`src/rtl/atten_ser_pkg.sv`:
```
package atten_ser_pkg;

    typedef enum logic [2:0] {
        ST_IDLE,
        ST_SETUP,
        ST_SCLK_HI,
        ST_HOLD,
        ST_LE_WAIT,
        ST_LE_HI,
        ST_GAP
    } ser_state_e;

    function automatic int max_of(input int a, input int b);
        return (a > b) ? a : b;
    endfunction

    function automatic logic is_bit_state(input ser_state_e s);
        return (s == ST_SETUP) || (s == ST_SCLK_HI) || (s == ST_HOLD);
    endfunction

endpackage

```
`src/rtl/atten_ser_timer.sv`:
```
module atten_ser_timer #(
    parameter int TW = 4
) (
    input  logic          clk,
    input  logic          rst_n,
    input  logic          load_i,
    input  logic [TW-1:0] load_val_i,
    output logic          zero_o
);

    logic [TW-1:0] cnt_q;

    always_ff @(posedge clk or negedge rst_n) begin
        if (!rst_n) begin
            cnt_q <= '0;
        end else if (load_i) begin
            cnt_q <= load_val_i;
        end else if (cnt_q != '0) begin
            cnt_q <= cnt_q - TW'(1);
        end
    end

    assign zero_o = (cnt_q == '0);


    timer_hold_zero_chk: assert property (@(posedge clk) disable iff (!rst_n)
        (!load_i && zero_o) |=> zero_o);

endmodule

```
`src/rtl/atten_ser_shifter.sv`:
```
module atten_ser_shifter #(
    parameter int W = 6
) (
    input  logic         clk,
    input  logic         rst_n,
    input  logic         load_i,
    input  logic         shift_i,
    input  logic [W-1:0] word_i,
    output logic         next_msb_o,
    output logic         last_o
);

    localparam int BW = (W > 2) ? $clog2(W) : 1;

    logic [W-1:0]  sh_q, sh_nx;
    logic [BW-1:0] left_q, left_nx;

    always_comb begin
        sh_nx   = sh_q;
        left_nx = left_q;
        if (load_i) begin
            sh_nx   = word_i;
            left_nx = BW'(W - 1);
        end else if (shift_i) begin
            sh_nx   = {sh_q[W-2:0], 1'b0};
            left_nx = left_q - BW'(1);
        end
    end

    always_ff @(posedge clk or negedge rst_n) begin
        if (!rst_n) begin
            sh_q   <= '0;
            left_q <= '0;
        end else begin
            sh_q   <= sh_nx;
            left_q <= left_nx;
        end
    end

    assign next_msb_o = sh_nx[W-1];
    assign last_o     = (left_q == '0);


    shift_not_past_last_chk: assert property (@(posedge clk) disable iff (!rst_n)
        (shift_i && !load_i) |-> !last_o);

endmodule

```
`src/rtl/atten_ser_fsm.sv`:
```
module atten_ser_fsm
    import atten_ser_pkg::*;
#(
    parameter int TW          = 11,
    parameter int SETUP_CYC   = 2,
    parameter int CLK_HI_CYC  = 2,
    parameter int HOLD_CYC    = 2,
    parameter int LE_SETUP_CYC = 2,
    parameter int LE_HI_CYC   = 2,
    parameter int GAP_CYC     = 2000
) (
    input  logic          clk,
    input  logic          rst_n,
    input  logic          valid_i,
    input  logic          tmr_zero_i,
    input  logic          last_bit_i,
    input  logic          next_msb_i,
    output logic          tmr_load_o,
    output logic [TW-1:0] tmr_val_o,
    output logic          sh_load_o,
    output logic          sh_shift_o,
    output logic          ready_o,
    output logic          done_o,
    output logic          sclk_o,
    output logic          sdata_o,
    output logic          le_o
);

    localparam logic [TW-1:0] SETUP_LD = TW'(SETUP_CYC - 1);
    localparam logic [TW-1:0] HI_LD    = TW'(CLK_HI_CYC - 1);
    localparam logic [TW-1:0] HOLD_LD  = TW'(HOLD_CYC - 1);
    localparam logic [TW-1:0] LEW_LD   = TW'(LE_SETUP_CYC - 1);
    localparam logic [TW-1:0] LEH_LD   = TW'(LE_HI_CYC - 1);
    localparam logic [TW-1:0] GAP_LD   = TW'(GAP_CYC - 1);

    ser_state_e st_q, st_nx;
    logic ready_q, done_q, sclk_q, sdata_q, le_q;

    // next-state and control decode
    always_comb begin
        st_nx      = st_q;
        sh_load_o  = 1'b0;
        sh_shift_o = 1'b0;
        unique case (st_q)
            ST_IDLE: begin
                if (valid_i) begin
                    st_nx     = ST_SETUP;      // accept
                    sh_load_o = 1'b1;
                end
            end
            ST_SETUP: begin
                if (tmr_zero_i) st_nx = ST_SCLK_HI;  // rise
            end
            ST_SCLK_HI: begin
                if (tmr_zero_i) st_nx = ST_HOLD;     // fall
            end
            ST_HOLD: begin
                if (tmr_zero_i) begin
                    if (last_bit_i) begin
                        st_nx = ST_LE_WAIT;           // last-bit
                    end else begin
                        st_nx      = ST_SETUP;        // next-bit
                        sh_shift_o = 1'b1;
                    end
                end
            end
            ST_LE_WAIT: begin
                if (tmr_zero_i) st_nx = ST_LE_HI;    // strobe
            end
            ST_LE_HI: begin
                if (tmr_zero_i) st_nx = ST_GAP;      // latch
            end
            ST_GAP: begin
                if (tmr_zero_i) st_nx = ST_IDLE;     // release
            end
            default: st_nx = ST_IDLE;
        endcase
    end

    // interval count for the state being entered
    always_comb begin
        tmr_load_o = (st_nx != st_q);
        unique case (st_nx)
            ST_SETUP:   tmr_val_o = SETUP_LD;
            ST_SCLK_HI: tmr_val_o = HI_LD;
            ST_HOLD:    tmr_val_o = HOLD_LD;
            ST_LE_WAIT: tmr_val_o = LEW_LD;
            ST_LE_HI:   tmr_val_o = LEH_LD;
            ST_GAP:     tmr_val_o = GAP_LD;
            default:    tmr_val_o = '0;
        endcase
    end

    // state register
    always_ff @(posedge clk or negedge rst_n) begin
        if (!rst_n) begin
            st_q <= ST_IDLE;
        end else begin
            st_q <= st_nx;
        end
    end

    // registered outputs, aligned with the state register
    always_ff @(posedge clk or negedge rst_n) begin
        if (!rst_n) begin
            ready_q <= 1'b1;
            done_q  <= 1'b0;
            sclk_q  <= 1'b0;
            sdata_q <= 1'b0;
            le_q    <= 1'b0;
        end else begin
            ready_q <= (st_nx == ST_IDLE);
            done_q  <= (st_q == ST_LE_HI) && (st_nx == ST_GAP);
            sclk_q  <= (st_nx == ST_SCLK_HI);
            sdata_q <= is_bit_state(st_nx) ? next_msb_i : 1'b0;
            le_q    <= (st_nx == ST_LE_HI);
        end
    end

    assign ready_o = ready_q;
    assign done_o  = done_q;
    assign sclk_o  = sclk_q;
    assign sdata_o = sdata_q;
    assign le_o    = le_q;


    le_without_sclk_chk: assert property (@(posedge clk) disable iff (!rst_n)
        le_q |-> !sclk_q);


    done_after_le_chk: assert property (@(posedge clk) disable iff (!rst_n)
        done_q |-> ($past(le_q) && !le_q));


    busy_not_ready_chk: assert property (@(posedge clk) disable iff (!rst_n)
        (sclk_q || le_q || done_q) |-> !ready_q);


    data_stable_rise_chk: assert property (@(posedge clk) disable iff (!rst_n)
        $rose(sclk_q) |-> $stable(sdata_q));


    data_stable_fall_chk: assert property (@(posedge clk) disable iff (!rst_n)
        $fell(sclk_q) |-> $stable(sdata_q));


    idle_quiet_chk: assert property (@(posedge clk) disable iff (!rst_n)
        ready_q |-> (!sclk_q && !le_q && !sdata_q));


    busy_holds_chk: assert property (@(posedge clk) disable iff (!rst_n)
        (!ready_q && $past(!ready_q) && $stable(st_q) && !tmr_zero_i) |=> $stable(sdata_q));

endmodule

```
`src/rtl/atten_serial_ctrl.sv`:
```
module atten_serial_ctrl
    import atten_ser_pkg::*;
#(
    parameter int WORD_W       = 6,
    parameter int SETUP_CYC    = 2,
    parameter int CLK_HI_CYC   = 2,
    parameter int HOLD_CYC     = 2,
    parameter int LE_SETUP_CYC = 2,
    parameter int LE_HI_CYC    = 2,
    parameter int GAP_CYC      = 2000
) (
    input  logic              clk,
    input  logic              rst_n,
    input  logic [WORD_W-1:0] word_i,
    input  logic              valid_i,
    output logic              ready_o,
    output logic              done_o,
    output logic              ser_clk_o,
    output logic              ser_data_o,
    output logic              ser_le_o
);

    localparam int MAX_CYC = max_of(max_of(max_of(SETUP_CYC, CLK_HI_CYC), max_of(HOLD_CYC, LE_SETUP_CYC)),
                                    max_of(LE_HI_CYC, GAP_CYC));
    localparam int TW = (MAX_CYC > 1) ? $clog2(MAX_CYC + 1) : 1;

    logic          tmr_load, tmr_zero;
    logic [TW-1:0] tmr_val;
    logic          sh_load, sh_shift, next_msb, last_bit;

    atten_ser_timer #(.TW(TW)) timer_i (
        .clk        (clk),
        .rst_n      (rst_n),
        .load_i     (tmr_load),
        .load_val_i (tmr_val),
        .zero_o     (tmr_zero)
    );

    atten_ser_shifter #(.W(WORD_W)) shifter_i (
        .clk        (clk),
        .rst_n      (rst_n),
        .load_i     (sh_load),
        .shift_i    (sh_shift),
        .word_i     (word_i),
        .next_msb_o (next_msb),
        .last_o     (last_bit)
    );

    atten_ser_fsm #(
        .TW           (TW),
        .SETUP_CYC    (SETUP_CYC),
        .CLK_HI_CYC   (CLK_HI_CYC),
        .HOLD_CYC     (HOLD_CYC),
        .LE_SETUP_CYC (LE_SETUP_CYC),
        .LE_HI_CYC    (LE_HI_CYC),
        .GAP_CYC      (GAP_CYC)
    ) fsm_i (
        .clk        (clk),
        .rst_n      (rst_n),
        .valid_i    (valid_i),
        .tmr_zero_i (tmr_zero),
        .last_bit_i (last_bit),
        .next_msb_i (next_msb),
        .tmr_load_o (tmr_load),
        .tmr_val_o  (tmr_val),
        .sh_load_o  (sh_load),
        .sh_shift_o (sh_shift),
        .ready_o    (ready_o),
        .done_o     (done_o),
        .sclk_o     (ser_clk_o),
        .sdata_o    (ser_data_o),
        .le_o       (ser_le_o)
    );

endmodule

```
`config.mk`:
```
export PLATFORM = sky130hd
export DESIGN_NAME = atten_serial_ctrl
export DESIGN_NICKNAME = d
export VERILOG_FILES = /design/src/rtl/atten_ser_pkg.sv /design/src/rtl/atten_ser_timer.sv /design/src/rtl/atten_ser_shifter.sv /design/src/rtl/atten_ser_fsm.sv /design/src/rtl/atten_serial_ctrl.sv
export SDC_FILE = /design/constraint.sdc
export NUM_CORES = 1
export LEC_CHECK = 0
export BUFFER_PORTS_ARGS = -buffer_cell sky130_fd_sc_hd__buf_4
export CELL_PAD_IN_SITES_DETAIL_PLACEMENT = 1
export CELL_PAD_IN_SITES_GLOBAL_PLACEMENT = 1
export CORE_ASPECT_RATIO = 1.75
export CORE_MARGIN = 3
export CORE_UTILIZATION = 44
export DETAILED_ROUTE_END_ITERATION = 7
export PLACE_DENSITY_LB_ADDON = 0.12
export SLEW_MARGIN = 20
export SYNTH_ARGS = -nofsm -noshare
export SYNTH_HDL_FRONTEND = slang
export SYNTH_SLANG_ARGS = --single-unit
```
`constraint.sdc`:
```
create_clock -name clk -period 2.7 [get_ports clk]
set_input_delay 0.54 -clock clk [delete_from_list [all_inputs] [get_ports clk]]
set_output_delay 0.54 -clock clk [all_outputs]
set_load 0.005 [all_outputs]
```
==> run_summary.xml <==
<?xml version="1.0" encoding="UTF-8"?>
<metrics>
  <group name="worst_setup_path">
    <metric name="critical_path.max_stage_delay" unit="ns">0.54</metric>
    <metric name="setup.worst_path.class" unit="">reg2reg</metric>
    <metric name="cp-start-kind" unit="">flop</metric>
    <metric name="path_max_fanout" unit="">10</metric>
    <metric name="cp-end-kind" unit="">flop</metric>
    <metric name="critPathTopFamily" unit="">simple AND/OR/NAND/NOR gates</metric>
    <metric name="critPathArrivalTime" unit="ns">2.67</metric>
    <metric name="cp_data_required_time" unit="ns">2.89</metric>
    <metric name="timing.critical_path.slowest_stage_cell" unit="">or4b_1</metric>
    <metric name="worst_path_cell_trace" unit="">inv_1, ha_1, or4b_1, or4_4, or3_1, a31oi_1</metric>
    <metric name="path_buf_inv" unit="">1</metric>
  </group>
  <group name="final_layout">
    <metric name="num-nets-final" unit="">185</metric>
    <metric name="fin_area" unit="um^2">1687</metric>
    <metric name="drive_gt1_frac" unit="">0.1860</metric>
    <metric name="layout.core_utilization" unit="">0.5311</metric>
    <metric name="area_delta_synth_final" unit="%">15.91</metric>
    <metric name="insertedDiodeCount" unit="">0</metric>
  </group>
  <group name="floorplan">
    <metric name="floorplan.initialDensity" unit="">0.4582</metric>
    <metric name="fp.dieArea" unit="um^2">4060</metric>
    <metric name="pin_count" unit="">14</metric>
    <metric name="die_x" unit="um">49.47</metric>
    <metric name="core_region_area" unit="um^2">3176</metric>
    <metric name="die_height" unit="um">82.08</metric>
    <metric name="std_cell_rows" unit="">27</metric>
  </group>
  <group name="sta">
    <metric name="period_share" unit="">0.9193</metric>
    <metric name="fin_worst_hold_slack" unit="ns">0.1762</metric>
    <metric name="report.final.slew_viol_count" unit="">0</metric>
    <metric name="final_critical_path_setup_slack" unit="ns">0.2180</metric>
    <metric name="max_slew.worst_pin.slew" unit="ns">0.6118</metric>
    <metric name="layout_min_cycle_time" unit="ns">2.482</metric>
    <metric name="setup_tns" unit="ns">0</metric>
    <metric name="achievable-frequency" unit="MHz">402.9</metric>
    <metric name="setup_violations" unit="">0</metric>
    <metric name="hold_viol_final" unit="">0</metric>
    <metric name="rsz0062_at_grt" unit="">false</metric>
    <metric name="skew" unit="ns">0.004758</metric>
    <metric name="slew-limit-headroom" unit="">0.5890</metric>
  </group>
  <group name="clock_tree">
    <metric name="cts_max_path_buffers" unit="">2</metric>
    <metric name="clock_tree_from_tritoncts" unit="">built</metric>
    <metric name="numCtsBuffers" unit="">3</metric>
    <metric name="cts_max_level" unit="">1</metric>
    <metric name="clk_latency" unit="ns">0.27</metric>
    <metric name="holdBufCountCts" unit="">0</metric>
    <metric name="tritoncts_num_sinks" unit="">28</metric>
    <metric name="clockRootBuffer" unit="">clkbuf_8</metric>
    <metric name="clk_pin_slew_worst_paths" unit="ns">0.10</metric>
    <metric name="post_cts.resized_instances" unit="">0</metric>
    <metric name="post-cts-setup-buffer-count" unit="">0</metric>
  </group>
  <group name="placement">
    <metric name="post-dp-hpwl" unit="mm">2.799</metric>
    <metric name="placement.io_buffers" unit="">13</metric>
    <metric name="dpl_cell_area" unit="um^2">1628</metric>
    <metric name="dpl_worst_slack" unit="ns">0.1256</metric>
    <metric name="gp_routability_congestion" unit="">0.7904</metric>
  </group>
  <group name="routing">
    <metric name="drc" unit="">0</metric>
    <metric name="routedWlPerCell" unit="um">17.65</metric>
    <metric name="drt_pass1_iterations" unit="">4</metric>
    <metric name="postRouteWirelength" unit="mm">3.795</metric>
    <metric name="drtIter0Drc" unit="">30</metric>
    <metric name="route.detailed.vias_per_inst" unit="">5.842</metric>
    <metric name="num_vias" unit="">1256</metric>
    <metric name="drt.antenna.violating_nets" unit="">0</metric>
  </group>
  <group name="logic_synthesis">
    <metric name="synth.most_common_cell" unit="">dfrtp_1</metric>
    <metric name="synth_sequential_area_ratio" unit="">0.4824</metric>
    <metric name="synth_cell_types" unit="">35</metric>
    <metric name="synth_top_cell_by_area" unit="">dfrtp_1</metric>
    <metric name="ys.warnings.count" unit="">0</metric>
    <metric name="yosys.area.top_type_share" unit="">0.4643</metric>
    <metric name="synth_edf_count" unit="">0</metric>
    <metric name="dominantRegCellSynth" unit="">dfrtp_1</metric>
    <metric name="postSynthNetCount" unit="">168</metric>
    <metric name="syn_area_per_cell" unit="um^2">9.328</metric>
    <metric name="netlist_area" unit="um^2">1455</metric>
    <metric name="yosys_register_bits" unit="">28</metric>
    <metric name="biggest_area_contributors_in_the_synthesized_netlist" unit="">dfrtp_1 (46%), o21ai_0 (6.5%), xnor2_1 (4.2%)</metric>
    <metric name="share_of_async_settable_or_async_resettable_flops_after_synthesis" unit="">1.000</metric>
    <metric name="post_synth_inst_count" unit="">156</metric>
    <metric name="ranking_of_synthesized_cells_by_instance_count" unit="">dfrtp_1 (27), o21ai_0 (19), nand3_1 (11), nor3_1 (11), nand2_1 (10)</metric>
  </group>
  <group name="pwr">
    <metric name="power.share.combinational" unit="">0.287</metric>
    <metric name="peak_supply_drop" unit="mV">0.4971</metric>
    <metric name="power_leakage" unit="uW">0.0007050</metric>
    <metric name="power-per-cell-area" unit="nW/um^2">761.7</metric>
    <metric name="seqPwrFrac" unit="">0.511</metric>
    <metric name="power.clock.fraction" unit="">0.202</metric>
    <metric name="power.net_switching" unit="uW">436.3</metric>
    <metric name="internal-power" unit="uW">848.4</metric>
    <metric name="power.share.switching" unit="">0.3396</metric>
  </group>
  <group name="global_routing">
    <metric name="grtUsageTotal" unit="">0.2116</metric>
    <metric name="gr-total-overflow" unit="">0</metric>
    <metric name="grt_pass1_wl" unit="mm">6.513</metric>
    <metric name="grt_antenna_before_repair" unit="">0</metric>
    <metric name="vias_in_the_first_global_route" unit="">1324</metric>
    <metric name="grt_max_degree" unit="">29</metric>
  </group>
  <group name="outcome">
    <metric name="outcome" unit="">finished clean</metric>
  </group>
  <group name="worst_hold_path">
    <metric name="min_path_type" unit="">in2async</metric>
  </group>
  <group name="run">
    <metric name="maxCapViolCount" unit="">0</metric>
  </group>
</metrics>
## final cells by class
class	instances	area [um^2]
Fill cell	387	1489
Multi-Input combinational cell	113	699.4
Sequential cell	28	701.9
Timing Repair Buffer	20	150.1
Tap cell	43	53.80
Inverter	7	26.28
Clock buffer	4	55.05
## final timing paths
| kind | from | endpoint | slack, ns | cells past startpoint |
|---|---|---|---|---|
| worst min register to register | shifter_i.sh_q[0] | shifter_i.sh_q[0] | 0.54 | 2 |
| worst max-delay path | timer_i.cnt_q[0] | fsm_i.sdata_o | 0.22 | 6 |
| worst min-delay path | rst_n | timer_i.cnt_q[9] | 0.18 | 1 |
| max in group asynchronous | rst_n | fsm_i.ready_o | 2.20 | 1 |
| min in group clk | word_i[0] | shifter_i.sh_q[0] | 0.46 | 3 |
| worst max register to register | timer_i.cnt_q[0] | fsm_i.sdata_o | 0.22 | 6 |
## worst register-to-register path, cell delays in order, from the launching register on
cell and delay, ns:
dfrtp_1 0.41, inv_1 0.13, ha_1 0.21, or4b_1 0.54, or4_4 0.52, or3_1 0.42
a31oi_1 0.19
## stage by stage
stage	total power, uW	cells
finish	1285	215
global route	1386	215
CTS	1297	215
detailed placement	1034	211
global placement	1006	211
floorplan	901.1	156
## flip-flops by register name, indices dropped and copies added, names as in the netlist
register,count
fsm_i.sdata_o,1
shifter_i.sh_q,6
fsm_i.le_o,1
fsm_i.st_q,3
fsm_i.done_o,1
fsm_i.ready_o,1
timer_i.cnt_q,11
fsm_i.sclk_o,1
shifter_i.left_q,3
## per-layer routing
layer	part of all wire	routed length, um	up-vias	track usage
li1	-	-	597	-
met3	0.014	54	10	0.02541
met4	0.022	83	0	0.09418
met1	0.39	1492	632	0.2354
met2	0.57	2164	17	0.3992
met5	0	0	-	0
## power groups by stage
stage	Combinational, uW	Clock, uW	Sequential [uW]
6_report	369	260	656
5_1_grt	420	290	676
4_1_cts	374	267	656
3_5_place_dp	369	0	665
3_3_place_gp	348	0	658
2_1_floorplan	270	0	631
## placed cells by master (no fill, tap or decap), types with 3 or more instances in the layout
cell and instances:
dfrtp_1 27, buf_4 20, o21ai_0 19, nor3_1 11, nand3_1 11, nand2_1 10, nor2_1 8, inv_1 7
xnor2_1 7, a31oi_1 5, a21oi_1 4, or3_1 4, clkbuf_8 4, or4_1 3, o211ai_1 3, and2_1 3
ha_1 3
## cell families after synthesis
family          Yosys count  synth area share
buf+inv                  15           0.03956
mux                       1          0.007738
xor+xnor                  7           0.04213
compound gates           38            0.1548
flops                    28            0.4824
simple gates             63            0.2408
fa+ha+maj                 4           0.03268
Power figures use the tool's default switching activity.
